File: src/rtl/tmr_pkg.sv
package tmr_pkg;

  typedef enum logic [2:0] {
    MD_TCINT    = 3'd0,
    MD_ONESHOT  = 3'd1,
    MD_RATE     = 3'd2,
    MD_SQUARE   = 3'd3,
    MD_SWSTROBE = 3'd4,
    MD_HWSTROBE = 3'd5
  } tmr_mode_e;

  // Codes 6 and 7 fold onto the rate and square variants.
  function automatic tmr_mode_e norm_mode(input logic [2:0] code);
    if (code[2:1] == 2'b11) return tmr_mode_e'({1'b0, code[1:0]});
    return tmr_mode_e'(code);
  endfunction

endpackage

File: src/rtl/tmr_load_regs.sv
module tmr_load_regs #(
  parameter int CW = 16,
  localparam int BW = CW / 2
) (
  input  logic          clk,
  input  logic          rst_n,
  input  logic          wr_mode,
  input  logic          wr_lo,
  input  logic          wr_hi,
  input  logic [BW-1:0] wr_data,
  output logic          load,
  output logic [CW-1:0] load_val,
  output logic          null_flag
);

  logic [BW-1:0] lo_q, hi_q;
  logic          pend_q, null_q;

  always_ff @(posedge clk) begin
    if (!rst_n) begin
      lo_q   <= '0;
      hi_q   <= '0;
      pend_q <= 1'b0;
      null_q <= 1'b1;
    end else begin
      if (wr_lo) lo_q <= wr_data;
      if (wr_mode) begin
        pend_q <= 1'b0;
        null_q <= 1'b1;
      end else if (wr_hi) begin
        hi_q   <= wr_data;
        pend_q <= 1'b1;
        null_q <= 1'b1;
      end else if (pend_q) begin
        pend_q <= 1'b0;
        null_q <= 1'b0;
      end
    end
  end

  assign load      = pend_q;
  assign load_val  = {hi_q, lo_q};
  assign null_flag = null_q;


  null_clear_chk: assert property (@(posedge clk) disable iff (!rst_n)
    (load && !wr_mode && !wr_hi) |=> !null_flag);


  null_set_chk: assert property (@(posedge clk) disable iff (!rst_n)
    (wr_hi || wr_mode) |=> null_flag);

endmodule

File: src/rtl/tmr_gate_edge.sv
module tmr_gate_edge (
  input  logic clk,
  input  logic rst_n,
  input  logic gate,
  output logic gate_rise
);

  logic gate_q;

  always_ff @(posedge clk) begin
    if (!rst_n) gate_q <= 1'b0;
    else        gate_q <= gate;
  end

  assign gate_rise = gate & ~gate_q;

endmodule

File: src/rtl/tmr_core.sv
module tmr_core
  import tmr_pkg::*;
#(
  parameter int CW = 16
) (
  input  logic          clk,
  input  logic          rst_n,
  input  logic          mode_wr,
  input  tmr_mode_e     mode_in,
  input  logic          cnt_wr,
  input  logic          load,
  input  logic [CW-1:0] load_val,
  input  logic          gate,
  input  logic          gate_rise,
  output logic [CW-1:0] ce,
  output logic          out_r
);

  localparam logic [CW-1:0] ONE = CW'(1);
  localparam logic [CW-1:0] TWO = CW'(2);

  // A stored zero stands for the full 2^CW range.
  function automatic logic [CW:0] full_val(input logic [CW-1:0] x);
    return (x == '0) ? {1'b1, {CW{1'b0}}} : {1'b0, x};
  endfunction

  // Square wave: high while the remaining count exceeds half the period.
  function automatic logic sq_high(input logic [CW-1:0] nxt, input logic [CW-1:0] n);
    return full_val(nxt) > (full_val(n) >> 1);
  endfunction

  tmr_mode_e     mode_r;
  logic [CW-1:0] init_r;
  logic          run, armed, have_cnt;
  logic          dec_en, tc;
  logic [CW-1:0] sq_nx;

  always_comb begin
    unique case (mode_r)
      MD_TCINT, MD_SWSTROBE: dec_en = run & gate;
      MD_ONESHOT, MD_HWSTROBE: dec_en = run & ~(gate_rise & have_cnt);
      default: dec_en = run & gate & ~gate_rise;
    endcase
  end

  assign tc    = dec_en & (ce == ONE) & ~load & ~mode_wr;
  assign sq_nx = (ce == ONE) ? init_r : ce - ONE;

  always_ff @(posedge clk) begin
    if (!rst_n) begin
      mode_r   <= MD_TCINT;
      ce       <= '0;
      init_r   <= '0;
      out_r    <= 1'b1;
      run      <= 1'b0;
      armed    <= 1'b0;
      have_cnt <= 1'b0;
    end else if (mode_wr) begin
      mode_r   <= mode_in;
      out_r    <= (mode_in != MD_TCINT);
      run      <= 1'b0;
      armed    <= 1'b0;
      have_cnt <= 1'b0;
    end else if (load) begin
      init_r   <= load_val;
      have_cnt <= 1'b1;
      unique case (mode_r)
        MD_TCINT: begin
          ce <= load_val; run <= 1'b1; out_r <= 1'b0;
        end
        MD_SWSTROBE: begin
          ce <= load_val; run <= 1'b1; armed <= 1'b1; out_r <= 1'b1;
        end
        MD_RATE, MD_SQUARE: begin
          ce <= load_val; run <= 1'b1; out_r <= 1'b1;
        end
        default: begin
          run <= 1'b0; armed <= 1'b0; out_r <= 1'b1;
        end
      endcase
    end else begin
      unique case (mode_r)
        MD_TCINT: begin
          if (cnt_wr) begin
            out_r <= 1'b0;
            run   <= 1'b0;
          end else if (dec_en) begin
            ce <= ce - ONE;
            if (ce == ONE) out_r <= 1'b1;
          end
        end
        MD_SWSTROBE: begin
          out_r <= 1'b1;
          if (dec_en) begin
            ce <= ce - ONE;
            if (ce == ONE && armed) begin
              out_r <= 1'b0;
              armed <= 1'b0;
            end
          end
        end
        MD_ONESHOT: begin
          if (gate_rise && have_cnt) begin
            ce <= init_r; out_r <= 1'b0; run <= 1'b1;
          end else if (dec_en) begin
            ce <= ce - ONE;
            if (ce == ONE) out_r <= 1'b1;
          end
        end
        MD_HWSTROBE: begin
          out_r <= 1'b1;
          if (gate_rise && have_cnt) begin
            ce <= init_r; run <= 1'b1; armed <= 1'b1;
          end else if (dec_en) begin
            ce <= ce - ONE;
            if (ce == ONE && armed) begin
              out_r <= 1'b0;
              armed <= 1'b0;
            end
          end
        end
        MD_RATE: begin
          if (!gate) out_r <= 1'b1;
          else if (gate_rise && run) begin
            ce <= init_r; out_r <= 1'b1;
          end else if (run) begin
            if (ce == ONE) begin
              ce <= init_r; out_r <= 1'b1;
            end else begin
              ce    <= ce - ONE;
              out_r <= (ce != TWO);
            end
          end
        end
        default: begin
          if (!gate) out_r <= 1'b1;
          else if (gate_rise && run) begin
            ce <= init_r; out_r <= 1'b1;
          end else if (run) begin
            ce    <= sq_nx;
            out_r <= sq_high(sq_nx, init_r);
          end
        end
      endcase
    end
  end


  tcint_hold_chk: assert property (@(posedge clk) disable iff (!rst_n)
    (mode_r == MD_TCINT && !mode_wr && !tc && !out_r) |=> !out_r);


  oneshot_fall_chk: assert property (@(posedge clk) disable iff (!rst_n)
    (mode_r == MD_ONESHOT && gate_rise && have_cnt && !mode_wr && !load) |=> !out_r);


  rate_pulse_chk: assert property (@(posedge clk) disable iff (!rst_n)
    (mode_r == MD_RATE && !out_r && !mode_wr) |=> out_r);


  strobe_pulse_chk: assert property (@(posedge clk) disable iff (!rst_n)
    ((mode_r == MD_SWSTROBE || mode_r == MD_HWSTROBE) && !out_r && !mode_wr) |=> out_r);


  suspend_chk: assert property (@(posedge clk) disable iff (!rst_n)
    ((mode_r == MD_TCINT || mode_r == MD_SWSTROBE || mode_r == MD_RATE || mode_r == MD_SQUARE)
     && !gate && !mode_wr && !load) |=> $stable(ce));


  gate_high_chk: assert property (@(posedge clk) disable iff (!rst_n)
    ((mode_r == MD_RATE || mode_r == MD_SQUARE) && !gate && !mode_wr) |=> out_r);

endmodule

File: src/rtl/tmr_channel.sv
module tmr_channel
  import tmr_pkg::*;
#(
  parameter int CW = 16
) (
  input  logic            clk,
  input  logic            rst_n,
  input  logic            wr_mode,
  input  logic [2:0]      mode_sel,
  input  logic            wr_lo,
  input  logic            wr_hi,
  input  logic [CW/2-1:0] wr_data,
  input  logic            gate,
  output logic            out,
  output logic [CW-1:0]   count_value,
  output logic            null_count
);

  logic          load;
  logic [CW-1:0] load_val;
  logic          gate_rise;

  tmr_load_regs #(.CW(CW)) u_regs (
    .clk       (clk),
    .rst_n     (rst_n),
    .wr_mode   (wr_mode),
    .wr_lo     (wr_lo),
    .wr_hi     (wr_hi),
    .wr_data   (wr_data),
    .load      (load),
    .load_val  (load_val),
    .null_flag (null_count)
  );

  tmr_gate_edge u_gate (
    .clk       (clk),
    .rst_n     (rst_n),
    .gate      (gate),
    .gate_rise (gate_rise)
  );

  tmr_core #(.CW(CW)) u_core (
    .clk       (clk),
    .rst_n     (rst_n),
    .mode_wr   (wr_mode),
    .mode_in   (norm_mode(mode_sel)),
    .cnt_wr    (wr_hi),
    .load      (load),
    .load_val  (load_val),
    .gate      (gate),
    .gate_rise (gate_rise),
    .ce        (count_value),
    .out_r     (out)
  );

endmodule

File: config.mk
export PLATFORM = sky130hd
export DESIGN_NAME = tmr_channel
export DESIGN_NICKNAME = d
export VERILOG_FILES = /design/src/rtl/tmr_pkg.sv /design/src/rtl/tmr_load_regs.sv /design/src/rtl/tmr_gate_edge.sv /design/src/rtl/tmr_core.sv /design/src/rtl/tmr_channel.sv
export SDC_FILE = /design/constraint.sdc
export NUM_CORES = 1
export LEC_CHECK = 0
export ABC_CLOCK_PERIOD_IN_PS = 3100
export BUFFER_PORTS_ARGS = -buffer_cell sky130_fd_sc_hd__buf_2
export CAP_MARGIN = 20
export CORE_UTILIZATION = 55
export CTS_CLUSTER_SIZE = 10
export DETAILED_ROUTE_END_ITERATION = 6
export PLACE_DENSITY = 0.77
export SLEW_MARGIN = 5
export SYNTH_ARGS = -nofsm -noshare
export SYNTH_HDL_FRONTEND = slang
export SYNTH_SLANG_ARGS = --single-unit
File: constraint.sdc
create_clock -name clk -period 3.1 [get_ports clk]
set_input_delay 0.155 -clock clk [delete_from_list [all_inputs] [get_ports clk]]
set_output_delay 0.155 -clock clk [all_outputs]
set_load 0.005 [all_outputs]
==> results of run 1 <==
power by group through the flow:
| stage | sequential [mW] | clock [mW] | combinational, mW |
|---|---|---|---|
| 6_report | 0.816 | 0.728 | 0.971 |
| 5_1_grt | 0.820 | 0.757 | 1.06 |
| 4_1_cts | 0.813 | 0.733 | 0.822 |
| 3_5_place_dp | 0.829 | 0 | 0.814 |
| 3_3_place_gp | 0.828 | 0 | 0.795 |
| 2_1_floorplan | 0.816 | 0 | 0.574 |
Yosys cell counts (all sizes together), types with 2 or more instances:
| cell type | instances | area share [%] |
|---|---|---|
| a221o | 2 | 0.48 |
| or2 | 2 | 0.30 |
| o22ai | 4 | 0.59 |
| and4b | 2 | 0.48 |
| clkbuf | 27 | 2.4 |
| o211ai | 6 | 1.1 |
| o32ai | 2 | 0.42 |
| mux2i | 15 | 3.6 |
| o31ai | 4 | 0.71 |
| and3 | 2 | 0.30 |
| nand3 | 8 | 0.95 |
| nor4 | 9 | 2.3 |
| xor2 | 12 | 2.5 |
| nand4 | 10 | 1.8 |
| a31oi | 2 | 0.30 |
| nor2 | 38 | 3.8 |
| nand2b | 5 | 0.74 |
| o221ai | 7 | 1.5 |
| nor3 | 18 | 2.4 |
| a221oi | 5 | 1.0 |
| inv | 24 | 2.1 |
| or4b | 2 | 0.56 |
| nand3b | 2 | 0.36 |
| or4 | 3 | 0.71 |
| nand2 | 90 | 8.0 |
| a21boi | 34 | 6.1 |
| ha | 19 | 5.6 |
| and2 | 7 | 1.0 |
| nor2b | 14 | 2.1 |
| nor4b | 5 | 1.2 |
| a222oi | 2 | 0.48 |
| a41oi | 2 | 0.42 |
| dfxtp | 58 | 28 |
| o21a | 2 | 0.36 |
| a21oi | 24 | 3.0 |
| a211oi | 7 | 1.2 |
| or3 | 6 | 1.0 |
| buf | 15 | 2.1 |
| o21ai | 22 | 2.6 |
| xnor2 | 16 | 3.3 |
what timing repair did:
action | in CTS | in global routing
hold endpoints to repair | 0 | 0
hold buffers | 0 | 0
buffers inserted | 0 | 7
resized for setup | 1 | 26
gates cloned | 0 | 1
endpoints found under the setup margin | 1 | 1
pin swaps | 0 | 12
sequential cells by signal, indices dropped and copies added (netlist names):
| register | count |
|---|---|
| u_regs.lo_q | 8 |
| u_core.run | 1 |
| u_regs.load | 1 |
| u_regs.hi_q | 8 |
| u_core.have_cnt | 1 |
| u_core.out_r | 1 |
| u_core.ce | 16 |
| u_core.mode_r | 3 |
| u_core.init_r | 16 |
| u_gate.gate_q | 1 |
| u_core.armed | 1 |
| u_regs.null_flag | 1 |
worst paths after layout:
kind                    startpoint  depth (start not counted)                to  slack (ns)
setup reg to reg      u_core.ce[0]                         15      u_core.out_r        0.12
hold reg to reg   u_regs.null_flag                          1  u_regs.null_flag        0.46
hold / removal         mode_sel[0]                          3  u_core.mode_r[0]        0.09
setup / recovery      u_core.ce[0]                         15      u_core.out_r        0.12
cells by family (layout without fill, tap and decap cells):
family | after synthesis | count (layout)
XOR/XNOR | 28 | 28
adder cells (fa/ha/maj) | 19 | 19
flip-flops | 58 | 58
AO/OA/AOI/OAI | 133 | 133
AND/OR/NAND/NOR | 226 | 227
multiplexers | 15 | 15
buffers and inverters | 66 | 126
routing by layer:
| metal | track usage (%) | vias to the layer above | wire length [um] |
|---|---|---|---|
| met5 | 0 | - | 0 |
| met4 | 17.17 | 0 | 528 |
| met3 | 8.033 | 55 | 1367 |
| met2 | 56.07 | 260 | 6271 |
| met1 | 45.23 | 2087 | 5415 |
| li1 | - | 2052 | - |
through the flow:
step,cell area (um^2),hold WS [ns]
after floorplan,4208,0.2536
after global placement,4656,0.4286
after detailed placement,4656,0.4396
after CTS,4858,0.08676
after global routing,5056,0.1023
final,5056,0.09330
final cells by class:
| type | instances | area, um^2 |
|---|---|---|
| sequential | 58 | 1162 |
| clock buffer | 11 | 151.4 |
| inverter | 24 | 90.09 |
| multi-input combinational | 422 | 2909 |
| timing repair buffer | 87 | 568.0 |
| clock inverter | 4 | 51.30 |
| fill | 608 | 2275 |
| tap | 99 | 123.9 |
critical path: cells and delay by family, from the launching register on:
kind | cells | cell delay, ns
compound gates | 7 | 0.93
simple gates | 4 | 0.84
flops | 1 | 0.35
fa+ha+maj | 2 | 0.47
buf+inv | 1 | 0.09
xor+xnor | 1 | 0.18
==> metrics.md, run 1 <==
| Metric | Value |
|---|---|
| Row count | 31 |
| Cells after DPL | 682 |
| Number of port buffers | 34 |
| Number of setup violations in the final report | 0 |
| Routed WL | between 10000 and 15000 um |
| DR WL/cell | roughly 19 um |
| Worst-Skew Late Latency | about 0.34 ns |
| Switching Fraction | 35.19% |
| Pwr/cell area | approximately 500 nW/um^2 |
| Post-Synth Simple-Gate Area | between 20% and 30% |
| Ys Warns | 0 |
| ANT nets after route | 0 |
| Number of max-cap violations | 0 |
| Crit path largest cell delay | approximately 0.53 ns |
| Fin crit period | approximately 3 ns |
| Internal | 1.630 mW |
| Area grow syn2layout | 20.16% |
| CTS clk-pin slew, worst paths | about 0.07 ns |
| Worst Path Arrival | ~3.2 ns |
| Most frequent cells in the layout | nand2_1, dfxtp_1, buf_4 |
| Worst clock skew | 0.006588 ns |
| Vias | ~4500 |
| Pre-CTS setup slack | -0.05047 ns |
| Ratio of cells with drive above 1 in the final layout | 23.76% |
| Antenna cells | 0 |
| Final-report max-slew violation count | 0 |
| Maximum clock rate | 0.3359 GHz |
| Synthesized instance count | 545 |
| Root Buffer | clkbuf_8 |
| Initial DRC count | 464 |
| Final hold viol count | 0 |
| Clock share of power | slightly below 30% |
| First-pass GRT wire length | 20760 um |
| Initial antenna violation count | 0 |
| Status | finished, final reports clean |
| Mux share of post-synthesis cell area | between 3 and 4% |
| DR DRC count | 0 |
| Avg Inst Size Synth | ~7.7 um^2 |
| Gr usage total | between 30% and 40% |
| Area of the die | approximately 8000 um^2 |
| Crit share post-route | 96.03% |
| Required time of the critical path | about 3.3 ns |
| Starting Density | between 50% and 60% |
| DR pass1 iterations | 5 |
| Finished Layout Cells | 705 |
| Vias in the first global route | approximately 4100 |
| Nets | approximately 640 |
| DP HPWL | slightly below 10000 um |
| Critical Path Start Type | flop |
| Comb power frac | between 30 and 40% |
| Syn nets | between 500 and 600 |
| Crit-path max FO | 5 |
| Fin worst setup slack | 0.1230 ns |
| CP dominant cell by count | o211ai_1 |
| Final core occ | 68.97% |
| CTS tree | yes |
| WS Path Type | flop to flop |
| Largest net degree at the start of global routing | between 60 and 70 |
| Asr flop ratio synth | 0% |
| Cell area after synthesis | between 4000 and 5000 um^2 |
| CTS max path bufs | 2 |
| Core Area | roughly 7300 um^2 |
| CP Capture Type | flop |
| Post-Synth Adder-Cell Area | under 10% |
| CTS sink count | 58 |
| Synth unique cells | 68 |
| LEAKAGE | around 2.0 nW |
| Rel. slew slack | 38.71% |
| Main combinational cell family by area after synthesis | simple AND/OR/NAND/NOR gates |
| Register area share after synthesis | 27.59% |
| CTS Buf Count | 9 |
| Die X | 89.47 um |
| Hold Crit Class | input pin to flop |
| Synthesized flop and latch total | 58 |
| Vert. Die Dim | slightly below 90 um |
| Net Switching | between 0.8 and 0.9 mW |
| GR Overflow Total | 0 |
| Total power | 2.515 mW |
| Slowest library cell on the worst path | or4b_4 |
| # H-tree levels | 3 |
| Worst-margin pin slew | between 0.9 and 1 ns |
| Compound-Gate Fraction of Synth Area | around 22% |
| Sequential share of power | ~32% |
| Final GP Congestion | just over 1 |
| Number of flops mapped to enable cells by yosys | 0 |
| Vias per std cell | about 6.3 |
| Commonest non-fill, non-tap cell in the layout | nand2_1 |
| Setup TNS | 0 ns |
| Main flop type after synthesis | dfxtp_1 |
| Crit path cell chain | inv_2, ha_4, or4b_4, nor2_4, nand2_1, xor2_2, a21oi_2, ha_1, a21oi_1, o211ai_1, o21ai_2, o211ai_1, a21o_1, a41oi_1, nor3_1 |
| I/O pin total | 35 |
| Max VDD drop | 282.1 uV |
| Xor/xnor share of the synthesized area | 5.828% |
(Power assumes the default switching activity.)
==> run 2: changes to the inputs <==
SETUP_SLACK_MARGIN = 0.05   (was default)
SYNTH_HIERARCHICAL = 1   (was default)
==> metrics.md, run 2 <==
| Metric | Value |
|---|---|
| Post-synth top area cell | dfxtp_1 |
| Internal | approximately 1.8 mW |
| Clock share of power | around 29% |
| # H-tree levels | 3 |
| Worst-Skew Late Latency | ~0.34 ns |
| Hold Crit Class | input pin to flop |
| Max VDD drop | roughly 430 uV |
| Met2 usage in global routing | between 50% and 60% |
| Vias per std cell | 6.403 |
| Finished Layout Cells | around 730 |
| Initial DRC count | a little over 500 |
| Worst-margin pin slew | 1.039 ns |
| Largest net degree at the start of global routing | 39 |
| Synth area leaders | dfxtp_1, nand2_1, mux2i_1, ha_1, a21oi_1 |
| CTS sink count | just under 60 |
| GR Layer Usage met3 | 6.566% |
| Vert. Die Dim | 90.59 um |
| Ratio of cells with drive above 1 in the final layout | around 22% |
| Comb power frac | approximately two fifths |
| Gr usage total | 35.30% |
| Ys Warns | 6 |
| Final GP Congestion | just under 1 |
| Commonest non-fill, non-tap cell in the layout | nand2_1 |
| Top cells by count, synth | nand2_1, dfxtp_1, nor2_1 |
| Worst R2R Start | u_core/ce[10] |
| Synthesized instance count | about 570 |
| Root Buffer | clkbuf_8 |
| Number of flops mapped to enable cells by yosys | 0 |
| Pre-CTS setup slack | -0.2847 ns |
| Hold Crit Start | wr_data[0] |
| DR WL/cell | a little under 20 um |
| LEAKAGE | about 2.1 nW |
| Core Area | ~7400 um^2 |
| Routed WL | between 10000 and 15000 um |
| DR DRC count | 0 |
| CP Capture Type | flop |
| Failing checks | setup timing |
| Synth unique cells | 68 |
| Met1 usage | between 40% and 50% |
| CTS clk-pin slew, worst paths | approximately 0.080 ns |
| GR Overflow Total | 0 |
| GR peak layer | met2 |
| Area of the die | a little over 8000 um^2 |
| Worst Path Arrival | 3.50 ns |
| R2R setup slack | -0.17 ns |
| Asr flop ratio synth | 0% |
| Cells after DPL | between 700 and 800 |
| Register area share after synthesis | ~27% |
| Pwr/cell area | about 520 nW/um^2 |
| CTS max path bufs | 2 |
| R2R cell count | 11 |
| RSZ-0062 raised after global routing | yes |
| I/O pin total | 35 |
| Maximum clock rate | between 0.3 and 0.4 GHz |
| Crit path largest cell delay | approximately 0.59 ns |
| Worst reg2reg endpoint | u_core/out_r |
| Required time of the critical path | 3.33 ns |
| Worst clock skew | between 0.01 and 0.015 ns |
| Most used standard cell by instance count after synthesis | nand2_1 |
| Switching Fraction | 33.83% |
| Initial antenna violation count | 0 |
| Most frequent cells in the layout | nand2_1, buf_4, dfxtp_1 |
| Fin worst setup slack | -0.1725 ns |
| Avg Inst Size Synth | roughly 7.6 um^2 |
| Crit path cell chain | or4_1, or4_4, mux2_4, ha_4, a21o_1, a21o_1, a21oi_2, o211ai_1, or3_1, a21oi_2, a21oi_1 |
| Vias in the first global route | approximately 4500 |
| Fin crit period | ~3.3 ns |
| Final hold viol count | 0 |
| Antenna cells | 0 |
| Cell area after synthesis | ~4300 um^2 |
| DR pass1 iterations | 7 |
| Critical Path Start Type | flop |
| WS Path Type | flop to flop |
| WHS Endpoint | u_regs/hi_q[0] |
| Vias | about 4700 |
| Status | finished with violations |
| Die X | slightly above 90 um |
| Row count | 31 |
| Main flop type after synthesis | dfxtp_1 |
| First-pass GRT wire length | about 23000 um |
| Top cell type's share of synthesized area | between 20% and 30% |
| Final-report max-slew violation count | 0 |
| CTS Buf Count | 9 |
| Crit-path max FO | 4 |
| Number of setup violations in the final report | 1 |
| ANT nets after route | 0 |
| Nets | 661 |
| Crit share post-route | 105.6% |
| Hold buffer count at CTS | 0 |
| Syn nets | 602 |
| Biggest regs | u_core/ce x16, u_core/init_r x16 |
| DP HPWL | 10280 um |
| Area grow syn2layout | 19.28% |
| CTS tree | yes |
| Synthesized flop and latch total | 58 |
| Net Switching | approximately 0.90 mW |
| Slowest library cell on the worst path | or4_1 |
| Final core occ | a little over two thirds |
| Rel. slew slack | between 30% and 40% |
| Min Hold Slack | 0.1016 ns |
| Number of max-cap violations | 0 |
| Sequential share of power | a little under a third |
| Hold Crit Depth | 3 |
| Starting Density | between 50% and 60% |
| Number of port buffers | 34 |
-- run 2: cells by family after synthesis --
kind of cell    after synthesis  synth area share (%)
flops                        58                 26.90
simple gates                216                 25.39
buf+inv                      69                 7.304
xor+xnor                     27                 5.478
mux                          29                 6.898
fa+ha+maj                    19                 5.507
compound gates              148                 22.52
-- run 2: repair_timing --
item,CTS,global route
buffers inserted,1,0
setup endpoints to repair,1,1
pin swaps,4,2
gates resized for setup,5,10
-- run 2: metal layers --
layer  wire length (um)  vias up
met5                  0        -
met4                454        0
met3               1420       50
met2               6487      301
met1               5794     2179
li1                   -     2138
-- run 2: worst max path at each step --
stage	from	to	slack [ns]
global route	u_core/ce[0]	u_core/out_r	-0.29
floorplan	u_core/ce[5]	u_core/out_r	-0.24
detailed placement	u_core/ce[1]	u_core/out_r	-0.28
CTS	u_core/ce[1]	u_core/out_r	-0.19
finish	u_core/ce[10]	u_core/out_r	-0.17
global placement	u_core/ce[1]	u_core/out_r	-0.22
-- run 2: power groups by stage --
stage | registers, mW | logic (mW) | clock network (mW)
6_report | 0.809 | 1.07 | 0.776
4_1_cts | 0.808 | 1.01 | 0.775
5_1_grt | 0.813 | 1.17 | 0.819
2_1_floorplan | 0.817 | 0.651 | 0
3_5_place_dp | 0.823 | 0.995 | 0
3_3_place_gp | 0.821 | 0.976 | 0
-- run 2: worst max-delay path, delay by kind of cell, from the launching register on --
kind | cells | cell delay [ns]
compound gates | 6 | 0.74
simple gates | 3 | 1.55
flops | 1 | 0.31
fa+ha+maj | 1 | 0.22
mux | 1 | 0.34
-- run 2: area by class of cell --
cell class	count	area (um^2)
Tap cell	99	123.9
Clock buffer	11	141.4
Inverter	23	88.84
Timing Repair Buffer	94	624.3
Clock inverter	5	77.57
Multi-Input combinational cell	439	2927
Sequential cell	58	1166
Fill cell	600	2260
-- run 2: through the flow --
| stage | total power, mW | instance area [um^2] | TNS (ns) |
|---|---|---|---|
| 2_1_floorplan | 1.468 | 4372 | -0.2435 |
| 5_1_grt | 2.798 | 5149 | -0.2889 |
| 4_1_cts | 2.596 | 5106 | -0.1938 |
| 6_report | 2.656 | 5149 | -0.1725 |
| 3_5_place_dp | 1.817 | 4861 | -0.2847 |
| 3_3_place_gp | 1.797 | 4861 | -0.2200 |
==> run 3: changes to the inputs <==
PLACE_DENSITY = 0.76   (was 0.77)
==> metrics.md, run 3 (synthesis results as in run 2) <==
| Metric | Value |
|---|---|
| Worst reg2reg endpoint | u_core/out_r |
| Critical path destination | u_core/out_r |
| Worst Path Arrival | 3.44 ns |
| # H-tree levels | 3 |
| CTS sink count | 58 |
| Setup TNS | -0.1215 ns |
| Hold buffer count at CTS | 0 |
| Total power | roughly 2.7 mW |
| Crit-path max FO | 2 |
| Nets | ~660 |
| Row count | 31 |
| Vias per std cell | 6.275 |
| Starting Density | about 58% |
| Commonest non-fill, non-tap cell in the layout | nand2_1 |
| Root Buffer | clkbuf_8 |
| Worst-Skew Late Latency | ~0.34 ns |
| Critical Path Start Type | flop |
| Post-DP Area | 4861 um^2 |
| DR pass1 iterations | 5 |
| Initial DRC count | between 400 and 500 |
| Worst R2R Start | u_core/ce[4] |
| Area grow syn2layout | 20.75% |
| DP HPWL | about 10000 um |
| Worst-margin pin slew | about 1.0 ns |
| Worst Setup SP | u_core/ce[4] |
| RSZ-0062 raised after global routing | yes |
| Core Area | 7408 um^2 |
| CP Capture Type | flop |
| Rel. slew slack | between 30 and 40% |
| Final std cell area, no fill | about 5200 um^2 |
| Failing checks | setup timing |
| Fin worst setup slack | -0.1215 ns |
| Vert. Die Dim | approximately 91 um |
| First-pass GRT wire length | 21810 um |
| I/O pin total | 35 |
| Pwr/cell area | ~510 nW/um^2 |
| Most frequent cells in the layout | nand2_1, buf_4, dfxtp_1 |
| Final core occ | 70.36% |
| GR Layer Usage met3 | about 6.4% |
| Number of setup violations in the final report | 1 |
| Final hold viol count | 0 |
| Final-report max-slew violation count | 0 |
| GR peak layer | met2 |
| Biggest regs | u_core/ce x16, u_core/init_r x16 |
| DR DRC count | 0 |
| CTS Buf Count | 9 |
| Required time of the critical path | around 3.3 ns |
| Vias | roughly 4600 |
| Max VDD drop | between 400 and 500 uV |
| Antenna cells | 0 |
| Area of the die | about 8000 um^2 |
| WS Path Type | flop to flop |
| LEAKAGE | 2.127 nW |
| Largest net degree at the start of global routing | slightly below 70 |
| Final GP Congestion | 0.9303 |
| Worst clock skew | 0.009910 ns |
| ANT nets after route | 0 |
| GR Overflow Total | 0 |
| Die X | between 90 and 100 um |
| Number of max-cap violations | 0 |
| Initial antenna violation count | 0 |
| DR WL/cell | 18.55 um |
| CTS max path bufs | 2 |
| Maximum clock rate | about 0.31 GHz |
| R2R cell count | 11 |
| Finished Layout Cells | 732 |
| Vias in the first global route | between 4000 and 5000 |
| Ratio of cells with drive above 1 in the final layout | between 20 and 25% |
| Crit share post-route | 103.9% |
| CTS clk-pin slew, worst paths | approximately 0.07 ns |
| Number of port buffers | 34 |
| Hold Crit Class | input pin to flop |
| Cells after DPL | between 700 and 800 |
| R2R setup slack | -0.12 ns |
| Met2 usage in global routing | between 50% and 60% |
| Routed WL | around 14000 um |
| Gr usage total | ~34% |
| Fin crit period | roughly 3.2 ns |
| Met1 usage | 44.00% |
| CTS tree | yes |
| Status | finished with violations |
-- run 3: cell type report --
class,count,area (um^2)
Multi-Input combinational cell,439,2973
Fill cell,583,2196
Sequential cell,58,1165
Timing Repair Buffer,97,650.6
Clock buffer,12,166.4
Tap cell,99,123.9
Inverter,23,86.33
Clock inverter,4,47.55
-- run 3: worst min path at each step --
stage	cells after the start	slack [ns]	start	to
after detailed placement	3	0.44	wr_data[0]	u_regs/hi_q[0]
after floorplan	2	0.26	wr_mode	u_regs/null_flag
after global routing	3	0.09	wr_data[7]	u_regs/lo_q[7]
after global placement	3	0.43	wr_data[1]	u_regs/hi_q[1]
after CTS	3	0.08	wr_data[0]	u_regs/hi_q[0]
final	3	0.08	wr_data[0]	u_regs/hi_q[0]
-- run 3: routing by layer --
| layer | vias to the layer above | share of wire, % |
|---|---|---|
| met5 | - | 0 |
| met4 | 0 | 3.0 |
| met3 | 46 | 8.2 |
| met2 | 240 | 46 |
| met1 | 2158 | 43 |
| li1 | 2149 | - |
-- run 3: repair_timing --
action                     in CTS  in global routing
pin swaps                       4                  3
gates cloned                    0                  0
setup buffers                   3                  1
gates resized for setup        12                 11
setup endpoints to repair       1                  1
-- run 3: metrics by stage --
stage	hold WS [ns]	setup slack, ns
final	0.08303	-0.1215
after global routing	0.09157	-0.1989
after CTS	0.07840	-0.07933
after detailed placement	0.4366	-0.2548
after global placement	0.4269	-0.1836
after floorplan	0.2606	-0.2435
-- run 3: critical path, stage by stage (launching register included) --
cell and delay [ns]:
dfxtp_1 0.31, or4_4 0.57, or4_4 0.58, mux2_4 0.34
ha_4 0.22, a21o_1 0.16, a21o_1 0.18, a21oi_2 0.11
o211ai_1 0.10, or3_1 0.35, a21oi_1 0.13, a21oi_1 0.07
-- run 3: where the power goes --
| part | switching [mW] | total [mW] | internal [mW] |
|---|---|---|---|
| clock network | 0.296 | 0.735 | 0.439 |
| registers | 0.0310 | 0.808 | 0.777 |
| logic | 0.578 | 1.12 | 0.544 |
| total | 0.904 | 2.66 | 1.76 |
